## config.mk

```make
export PLATFORM = sky130hd
export DESIGN_NAME = drift_comp
export DESIGN_NICKNAME = d
export VERILOG_FILES = /design/src/rtl/dcmp_pkg.sv /design/src/rtl/dcmp_mag_mul.sv /design/src/rtl/dcmp_divu.sv /design/src/rtl/dcmp_round.sv /design/src/rtl/drift_comp.sv
export SDC_FILE = /design/constraint.sdc
export NUM_CORES = 2
export LEC_CHECK = 0
export ABC_CLOCK_PERIOD_IN_PS = 27500
export BUFFER_PORTS_ARGS = -buffer_cell sky130_fd_sc_hd__buf_2
export CAP_MARGIN = 20
export CORE_AREA = 4 4 250 252
export DETAILED_ROUTE_END_ITERATION = 7
export DIE_AREA = 0 0 254 256
export PLACE_DENSITY = 0.83
export SETUP_SLACK_MARGIN = 0.05
export SLEW_MARGIN = 25
export SYNTH_ARGS = -nofsm -noshare
export SYNTH_HDL_FRONTEND = slang
export SYNTH_SLANG_ARGS = --single-unit
```

## constraint.sdc

```tcl
create_clock -name clk_i -period 27.5 [get_ports clk_i]
set_input_delay 5.5 -clock clk_i [delete_from_list [all_inputs] [get_ports clk_i]]
set_output_delay 5.5 -clock clk_i [all_outputs]
set_load 0.02 [all_outputs]
```

## src/rtl/dcmp_pkg.sv

```systemverilog
`timescale 1ns/1ps
package dcmp_pkg;
  // fine units per tick per ppm-scale: 1024 (drift scale) * 1e6 (ppm)
  localparam longint unsigned PPM_SCALE = 64'd1_024_000_000;

  typedef enum logic [2:0] {
    ST_IDLE,
    ST_MUL,
    ST_DIV_SCALE,
    ST_MERGE,
    ST_DIV_TICK
  } state_e;
endpackage

```

## src/rtl/dcmp_mag_mul.sv

```systemverilog
`timescale 1ns/1ps
module dcmp_mag_mul #(
  parameter int DRIFT_W    = 20,
  parameter int INTERVAL_W = 24,
  parameter int TICK_UNITS = 256,
  parameter int OUT_W      = 54
) (
  input  logic [DRIFT_W-1:0]    drift_i,
  input  logic [INTERVAL_W-1:0] interval_i,
  output logic                  neg_o,
  output logic [OUT_W-1:0]      mag_o
);
  logic [DRIFT_W-1:0] drift_mag;

  always_comb begin
    drift_mag = drift_i[DRIFT_W-1] ? DRIFT_W'(-drift_i) : drift_i;
    mag_o     = OUT_W'(interval_i) * OUT_W'(TICK_UNITS) * OUT_W'(drift_mag);
    neg_o     = drift_i[DRIFT_W-1];
  end
endmodule

```

## src/rtl/dcmp_divu.sv

```systemverilog
`timescale 1ns/1ps
module dcmp_divu #(
  parameter int W = 54
) (
  input  logic         clk_i,
  input  logic         rst_ni,
  input  logic         start_i,
  input  logic [W-1:0] dividend_i,
  input  logic [W-1:0] divisor_i,
  output logic         done_o,
  output logic [W-1:0] quot_o,
  output logic [W-1:0] rem_o
);
  localparam int CNT_W = $clog2(W);

  logic [W:0]       acc_q;
  logic [W-1:0]     quo_q, dvs_q;
  logic [CNT_W-1:0] cnt_q;
  logic             run_q, done_q;
  logic [W:0]       shifted, diff;
  logic             ge;

  always_comb begin
    shifted = {acc_q[W-1:0], quo_q[W-1]};
    diff    = shifted - {1'b0, dvs_q};
    ge      = shifted >= {1'b0, dvs_q};
  end

  always_ff @(posedge clk_i or negedge rst_ni) begin
    if (!rst_ni) begin
      acc_q  <= '0;
      quo_q  <= '0;
      dvs_q  <= '0;
      cnt_q  <= '0;
      run_q  <= 1'b0;
      done_q <= 1'b0;
    end else if (start_i) begin
      acc_q  <= '0;
      quo_q  <= dividend_i;
      dvs_q  <= divisor_i;
      cnt_q  <= CNT_W'(W - 1);
      run_q  <= 1'b1;
      done_q <= 1'b0;
    end else if (run_q) begin
      acc_q <= ge ? diff : shifted;
      quo_q <= {quo_q[W-2:0], ge};
      if (cnt_q == '0) begin
        run_q  <= 1'b0;
        done_q <= 1'b1;
      end else begin
        cnt_q <= cnt_q - 1'b1;
      end
    end else begin
      done_q <= 1'b0;
    end
  end

  assign done_o = done_q;
  assign quot_o = quo_q;
  assign rem_o  = acc_q[W-1:0];
endmodule

```

## src/rtl/dcmp_round.sv

```systemverilog
`timescale 1ns/1ps
module dcmp_round #(
  parameter int W          = 54,
  parameter int REM_W      = 10,
  parameter int TICK_UNITS = 256
) (
  input  logic                    neg_i,
  input  logic [W-1:0]            quot_i,
  input  logic [W-1:0]            rem_i,
  output logic signed [W-1:0]     ticks_o,
  output logic signed [REM_W-1:0] rem_o
);
  logic              up;
  logic [W-1:0]      mag;
  logic signed [W-1:0] res_mag;

  always_comb begin
    // ties go away from zero, mirrored for negative totals
    up      = {rem_i, 1'b0} >= (W + 1)'(TICK_UNITS);
    mag     = quot_i + W'(up);
    res_mag = up ? ($signed(rem_i) - W'(TICK_UNITS)) : $signed(rem_i);
    ticks_o = neg_i ? -$signed(mag) : $signed(mag);
    rem_o   = REM_W'(neg_i ? -res_mag : res_mag);
  end
endmodule

```

## src/rtl/drift_comp.sv

```systemverilog
`timescale 1ns/1ps
module drift_comp #(
  parameter int DRIFT_W    = 20,
  parameter int INTERVAL_W = 24,
  parameter int TIME_W     = 32,
  parameter int CORR_W     = 32,
  parameter int TICK_UNITS = 256
) (
  input  logic                     clk_i,
  input  logic                     rst_ni,
  input  logic                     start_i,
  input  logic                     resync_i,
  input  logic [DRIFT_W-1:0]       drift_i,
  input  logic [INTERVAL_W-1:0]    interval_i,
  input  logic [TIME_W-1:0]        nominal_i,
  output logic                     busy_o,
  output logic                     done_o,
  output logic signed [CORR_W-1:0] corr_ticks_o,
  output logic [TIME_W-1:0]        wake_o
);
  import dcmp_pkg::*;

  localparam int TICK_W = $clog2(TICK_UNITS + 1);
  localparam int REM_W  = TICK_W + 1;
  localparam int PROD_W = INTERVAL_W + TICK_W + DRIFT_W;
  localparam int DIV_W  = PROD_W + 1;

  state_e                  state_q;
  logic [DRIFT_W-1:0]      drift_q;
  logic [INTERVAL_W-1:0]   interval_q;
  logic [TIME_W-1:0]       nominal_q;
  logic                    neg_q;
  logic signed [DIV_W-1:0] total_q;
  logic signed [REM_W-1:0] rem_q;
  logic signed [CORR_W-1:0] corr_q;
  logic [TIME_W-1:0]       wake_q;
  logic                    done_q;

  logic                    mul_neg;
  logic [DIV_W-1:0]        mul_mag;
  logic                    div_start, div_done;
  logic [DIV_W-1:0]        div_dividend, div_divisor, div_quot, div_rem;
  logic [DIV_W-1:0]        total_abs;
  logic signed [DIV_W-1:0] q_signed, rnd_ticks;
  logic signed [REM_W-1:0] rnd_rem;
  logic                    finish;

  dcmp_mag_mul #(
    .DRIFT_W(DRIFT_W), .INTERVAL_W(INTERVAL_W),
    .TICK_UNITS(TICK_UNITS), .OUT_W(DIV_W)
  ) u_mul (
    .drift_i(drift_q), .interval_i(interval_q),
    .neg_o(mul_neg), .mag_o(mul_mag)
  );

  // one divider shared by the ppm scaling and the tick split
  always_comb begin
    total_abs    = total_q[DIV_W-1] ? DIV_W'(-total_q) : DIV_W'(total_q);
    div_start    = (state_q == ST_MUL) || (state_q == ST_MERGE);
    div_dividend = (state_q == ST_MUL) ? mul_mag : total_abs;
    div_divisor  = (state_q == ST_MUL) ? DIV_W'(PPM_SCALE) : DIV_W'(TICK_UNITS);
    q_signed     = $signed(div_quot);
    finish       = (state_q == ST_DIV_TICK) && div_done;
  end

  dcmp_divu #(.W(DIV_W)) u_div (
    .clk_i(clk_i), .rst_ni(rst_ni), .start_i(div_start),
    .dividend_i(div_dividend), .divisor_i(div_divisor),
    .done_o(div_done), .quot_o(div_quot), .rem_o(div_rem)
  );

  dcmp_round #(.W(DIV_W), .REM_W(REM_W), .TICK_UNITS(TICK_UNITS)) u_rnd (
    .neg_i(total_q[DIV_W-1]), .quot_i(div_quot), .rem_i(div_rem),
    .ticks_o(rnd_ticks), .rem_o(rnd_rem)
  );

  always_ff @(posedge clk_i or negedge rst_ni) begin
    if (!rst_ni) begin
      state_q    <= ST_IDLE;
      drift_q    <= '0;
      interval_q <= '0;
      nominal_q  <= '0;
      neg_q      <= 1'b0;
      total_q    <= '0;
      corr_q     <= '0;
      wake_q     <= '0;
      done_q     <= 1'b0;
    end else begin
      done_q <= finish;
      unique case (state_q)
        ST_IDLE: if (start_i) begin
          drift_q    <= drift_i;
          interval_q <= interval_i;
          nominal_q  <= nominal_i;
          state_q    <= ST_MUL;
        end
        ST_MUL: begin
          neg_q   <= mul_neg;
          state_q <= ST_DIV_SCALE;
        end
        ST_DIV_SCALE: if (div_done) begin
          total_q <= (neg_q ? -q_signed : q_signed) + DIV_W'(rem_q);
          state_q <= ST_MERGE;
        end
        ST_MERGE: state_q <= ST_DIV_TICK;
        ST_DIV_TICK: if (div_done) begin
          corr_q  <= CORR_W'(rnd_ticks);
          wake_q  <= nominal_q + TIME_W'(rnd_ticks);
          state_q <= ST_IDLE;
        end
        default: state_q <= ST_IDLE;
      endcase
    end
  end

  always_ff @(posedge clk_i or negedge rst_ni) begin
    if (!rst_ni)       rem_q <= '0;
    else if (resync_i) rem_q <= '0;
    else if (finish)   rem_q <= rnd_rem;
  end

  assign busy_o       = (state_q != ST_IDLE);
  assign done_o       = done_q;
  assign corr_ticks_o = corr_q;
  assign wake_o       = wake_q;
endmodule

```

# ---- Word level (Yosys, flattened, before mapping)
# Index checks and enable logic that the tools add are counted.
dict set report classes {
  n_addsub 11
  multipliers 1
  div_mod_pow 0
  n_lt_le_gt_ge 2
  eq_ne 9
  shifts 0
  mux 28
  bitwise 0
  n_reduce_logical 12
}
# operator n
set op_table {}
lappend op_table {{54-bit two-way mux} 8}
lappend op_table {{54-bit negation} 2}
lappend op_table {{55-bit by 54-bit >= comparator with 1-bit output} 1}
lappend op_table {{55-bit by 9-bit >= comparator with 1-bit output, second input constant} 1}
lappend op_table {{54-bit by 10-bit adder with 54-bit output} 1}
lappend op_table {{54-bit subtractor} 1}
lappend op_table {{24-bit by 20-bit multiplier with 44-bit output} 1}
lappend op_table {{10-bit two-way mux} 4}
lappend op_table {{32-bit by 1-bit adder with 32-bit output} 1}
lappend op_table {{32-bit adder} 1}
lappend op_table {{32-bit two-way mux} 1}
lappend op_table {{32-bit negation} 1}
lappend op_table {{30-bit two-way mux} 1}
lappend op_table {{20-bit two-way mux} 1}
lappend op_table {{20-bit negation} 1}
lappend op_table {{6-bit two-way mux} 3}
lappend op_table {{3-bit case mux with 5 select lines} 1}
lappend op_table {{10-bit negation} 1}
lappend op_table {{10-bit subtractor, second input constant} 1}
lappend op_table {{3-bit two-way mux} 3}
lappend op_table {{2-bit AND reduction} 4}
lappend op_table {{3-bit by 2-bit equality test with 1-bit output, second input constant} 2}
lappend op_table {{6-bit logical NOT} 1}
lappend op_table {{1-bit two-way mux} 6}
lappend op_table {{other kinds (12)} 15}
dict set report totals {
  register_bits 379
  latchBits 0
  ramBits 0
  romBits 0
  out_inout_bits 66
  wordCells 79
  memories 0
}

# ---- Longest topological paths before layout
dict set report depth {
  ltp_word 6
  ltp_mapped 35
  ltp_nobuf 33
}

# ---- Hierarchy
# Synthesis repeated with hierarchy kept, for this count alone.
dict set report unflattened {
  hier_cells 5503
  hier_area_um2 45901.5
}
# mod instances cells_per_inst area_per_inst_um2 seq_area_each_um2
set modules_own_cells {}
lappend modules_own_cells {dcmp_mag_mul 1 1949 16479.6 0.0}
lappend modules_own_cells {drift_comp 1 1719 14805.4 5230.0}
lappend modules_own_cells {dcmp_divu 1 1271 11020.6 4254.1}
lappend modules_own_cells {dcmp_round 1 564 3595.9 0.0}

# ---- Worst setup path before layout
# No wires, ideal clock.
dict set report synth_timing {
  kind {reg-to-reg}
  start {register drift_q[5]}
  end {register u_div.quo_q[48], in the netlist u_div.quot_o[48]}
  arrival_time_ps 8631
  required_time_ps 27364
  setup_slack_ps 18733
  stages_incl_launch_ff 30
  path_buffers 2
  cell_sequence {dfrtp_1 -> or4_1 -> or3_1 -> or4_1 -> nand2b_1 -> nor4b_1 -> clkbuf_1 -> nand2_1 -> fa_1 -> fa_1 -> inv_1 -> fa_1 -> fa_1 -> fa_1 -> fa_1 -> inv_1 -> fa_1 -> inv_1 -> ha_1 -> clkbuf_1 -> nand4_1 -> nor4_1 -> o21ai_0 -> o211ai_1 -> a22oi_1 -> a31o_2 -> o21ai_0 -> xor2_1 -> o211ai_1 -> o21ai_0}
}
dict set report synth_via {
  elab_chain_cells 5
}
# item line
set synth_lines {}
lappend synth_lines {{from (decl)} drift_comp.sv:29} ;# logic [DRIFT_W-1:0] drift_q;
lappend synth_lines {{from (signal assigned)} drift_comp.sv:92} ;# drift_q <= drift_i;
lappend synth_lines {{20-bit negation} dcmp_mag_mul.sv:16} ;# drift_mag = drift_i[DRIFT_W-1] ? DRIFT_W'(-drift_i) : drift_i;
lappend synth_lines {{20-bit two-way mux *} dcmp_mag_mul.sv:16}
lappend synth_lines {{24-bit by 20-bit multiplier with 44-bit output *} dcmp_mag_mul.sv:17} ;# mag_o = OUT_W'(interval_i) * OUT_W'(TICK_UNITS) * OUT_W'(drift_mag);
lappend synth_lines {{54-bit two-way mux *} drift_comp.sv:60} ;# div_dividend = (state_q == ST_MUL) ? mul_mag : total_abs;
lappend synth_lines {{54-bit two-way mux *} dcmp_divu.sv:37} ;# end else if (start_i) begin
lappend synth_lines {{to (signal assigned)} dcmp_divu.sv:39} ;# quo_q <= dividend_i;
lappend synth_lines {{to (signal assigned)} dcmp_divu.sv:46} ;# quo_q <= {quo_q[W-2:0], ge};
lappend synth_lines {{to (decl)} dcmp_divu.sv:17} ;# logic [W-1:0] quo_q, dvs_q;
# Every way passes the cells marked *; elsewhere a longest branch is shown, timed or not.
# A chain may end at the register's enable or synchronous reset.

# ---- Worst setup path in the final report
dict set report layout_timing {
  start {register drift_q[0]}
  end {register u_div.quo_q[48], in the netlist u_div.quot_o[48]}
}
# The elaborated chain is that of the path after synthesis.

==> impl_metrics.py <==
metrics = {
    "run_status": {
        "run_status": "completed",
    },
    "sta": {
        "period_share_pct": 35.4,
        "hold_viol_final": 0,
        "max_slew.worst_pin.slew_ns": 0.992,
        "setup_viol": 0,
        "whs_ns": 0.465,
        "finalSetupTns_ns": 0,
        "setup_repair_after_global_routing_missed_its_margin": "false",
        "finalClockSkew_ns": 0.0538,
        "worst_slew_margin_rel_pct": 33.6,
        "fmax_achieved_ghz": 0.103,
        "finalCriticalPeriod_ns": 9.74,
        "finalMaxSlewViolations": 0,
    },
    "worst_setup_path": {
        "end_kind": "register",
        "cp_num_cells": 28,
        "cp_common_cell": "sky130_fd_sc_hd__fa_1",
        "path_max_fanout": 26,
        "critical_path_buf_inv_count": 3,
        "cp_data_arrival_time_ns": 10.15,
        "cp.required_ns": 27.91,
        "cp-start-kind": "register",
        "critical_path.slowest_cell": "sky130_fd_sc_hd__dfrtp_1",
        "path_delay_family": "adder cells",
        "critical_path_class": "reg -> reg",
        "rr_worst_depth": 28,
        "worst_path_largest_cell_delay_ns": 0.69,
    },
    "synthesis": {
        "syn_nets": 5196,
        "synth_register_bits": 327,
        "synth-seq-area-share_pct": 21.0,
        "synth.cells.most_frequent": "sky130_fd_sc_hd__nand2_1 (644), sky130_fd_sc_hd__inv_1 (520), sky130_fd_sc_hd__fa_1 (394), sky130_fd_sc_hd__dfrtp_1 (327), sky130_fd_sc_hd__o21ai_0 (286)",
        "avgSynthCellArea_um2": 8.73,
        "post-synth-top-count-cell": "sky130_fd_sc_hd__nand2_1",
        "synth_top_cell_area_share_pct": 21.0,
        "synth_top_area_cell": "sky130_fd_sc_hd__dfrtp_1",
        "synth.distinct_cells": 95,
        "postSynth.asyncResetShare_pct": 100,
        "synth_edf_count": 0,
        "synthCells": 4465,
        "synth.yosys.warnings": 0,
        "synthTopCellsByArea": "sky130_fd_sc_hd__dfrtp_1 (21%), sky130_fd_sc_hd__fa_1 (20%), sky130_fd_sc_hd__ha_1 (8.3%), sky130_fd_sc_hd__nand2_1 (6.2%), sky130_fd_sc_hd__inv_1 (5.0%)",
        "post_synth_instance_area_um2": 39000,
        "synth_ff_type": "sky130_fd_sc_hd__dfrtp_1",
    },
    "floorplanning": {
        "rows": 90,
        "floorplan.initialDensity_pct": 64.8,
        "floorplan.core_area_um2": 60100,
        "die_width_um": 254,
        "pin_count": 146,
        "overall_die_area_um2": 65000,
        "fp.dieH_um": 256,
    },
    "grt": {
        "grt_pass1_wl_mm": 163,
        "via_count_of_the_first_global_routing_pass": 32000,
        "globalRoute.totalOverflow": 0,
        "grt_usage_pct": 30.3,
        "grt_antenna_before_repair": 0,
        "grt_start_max_net_pins": 117,
    },
    "clock_network": {
        "path_clk_slew_ns": 0.06,
        "clkLatencyLatePin_ns": 0.61,
        "cts_inserted_buffers": 40,
        "cts_tree": "built",
        "post_cts.repair.setup_buffers": 0,
        "ctsHoldBuffers": 0,
        "clock_tree.buffer_depth": 3,
        "root_buffer": "sky130_fd_sc_hd__clkbuf_16",
        "cts.repair.resized": 0,
        "htree_levels": 2,
        "cts.sinks": 327,
    },
    "route": {
        "post_dr_wirelength_cell_um": 18.7,
        "num_vias": 32000,
        "finalWirelength_mm": 98.0,
        "detail-route-antenna-nets": 0,
        "detailedRoute.firstPassIterationCount": 5,
        "routed_via_density": 6.08,
        "detail_route.iter0.violations": 2843,
        "drt_drc_violations_left": 0,
    },
    "layout": {
        "final_core_utilization_pct": 69.1,
        "layout.nets": 5174,
        "multiInputGateArea_um2": 27900,
        "final-seq-area_um2": 8190,
        "synthToLayoutAreaGrowth_pct": 6.58,
        "post_route_cells_drive_above_1_share_pct": 9.60,
        "n_fill_cell": 4596,
        "n_antenna_cell": 0,
        "post_route_cell_area_um2": 41500,
    },
    "place": {
        "dp_hpwl_mm": 72.9,
        "finalWeightedCongestion": 0.945,
        "count_of_input_and_output_buffers": 145,
        "post_dp_cell_area_um2": 40100,
    },
    "worst_hold_path": {
        "min_path_cells": 2,
        "hold_path.class": "reg -> reg",
    },
    "flow_run": {
        "cap_violations": 0,
    },
}
## layout make-up
class,instances,area share [%]
sequential,327,19.7
inverter,521,4.71
tap,782,2.36
clock inverter,15,0.497
clock buffer,55,2.79
multi-input combinational,3361,67.3
timing repair buffer,192,2.66
## registers in the layout, indices dropped and copies added, names as in the netlist, 2 cells and up
name	cells
wake_o	32
rem_q	10
u_div.cnt_q	6
drift_q	20
total_q	54
u_div.quot_o	54
u_div.dvs_q	2
nominal_q	32
corr_ticks_o	32
u_div.acc_q	54
state_q	3
interval_q	24
## cell usage in the layout, fill, tap and decap left out, drive strengths merged, types with 19 or more instances in the layout
cell,count
nor4,26
a21o,64
nand4,41
inv,523
nor2b,22
dfrtp,327
or3,23
nor3,55
nor2,168
xnor2,213
a31oi,22
mux2i,69
o21ai,288
xor2,127
nand2,644
or2,19
clkbuf,55
a21oi,168
buf,192
ha,257
and3,24
o211ai,41
a211oi,57
nand2b,23
fa,394
nand3,57
and2,188
or4,26
o31ai,48
mux2,104
## kinds of logic (layout without fill, tap and decap cells)
group	after synthesis	in the layout	share of synthesized area [%]
flops	327	327	21.0
buf+inv	777	783	7.72
xor+xnor	341	341	7.70
compound gates	827	827	13.2
mux	174	174	4.84
simple gates	1368	1368	17.0
fa+ha+maj	651	651	28.5
## worst reg2reg max path: cells and delay by family (launching register included)
kind	cells	cell delay [ns]
AOI/OAI and AO/OA	8	1.72
adders and majority gates	8	4.06
buffers and inverters	3	0.39
DFF	1	0.69
xor gates and xnor gates	2	0.25
and+or+nand+nor	7	2.42
## routing by layer
| layer | vias to the layer above | wire (µm) | global-route usage (%) |
|---|---|---|---|
| li1 | 14800 | - | - |
| met1 | 15600 | 40700 | 42.2 |
| met2 | 1295 | 45500 | 48.4 |
| met3 | 306 | 7240 | 4.11 |
| met4 | 0 | 4620 | 12.3 |
| met5 | - | 0 | 0 |
## worst paths after layout
path / startpoint / endpoint / slack [ns]
worst max-delay path: drift_q[0] / u_div.quot_o[48] / 17.76
worst min-delay path: wake_o[25] / wake_o[25] / 0.47
worst max register to register: drift_q[0] / u_div.quot_o[48] / 17.76
worst min register to register: wake_o[25] / wake_o[25] / 0.47
max in group asynchronous: rst_ni / u_div.run_q / 20.92
min in group asynchronous: rst_ni / corr_ticks_o[3] / 5.00
## stage by stage
step | worst slack [ns] | cells
after floorplan | 18.73 | 4465
after global placement | 18.15 | 5182
after detailed placement | 17.94 | 5182
after CTS | 17.84 | 5252
after global routing | 17.10 | 5253
final | 17.76 | 5253
Power is left out: the tool's default activity adds up to more than one toggle a clock period on the data nets, which glitch-free logic cannot reach.
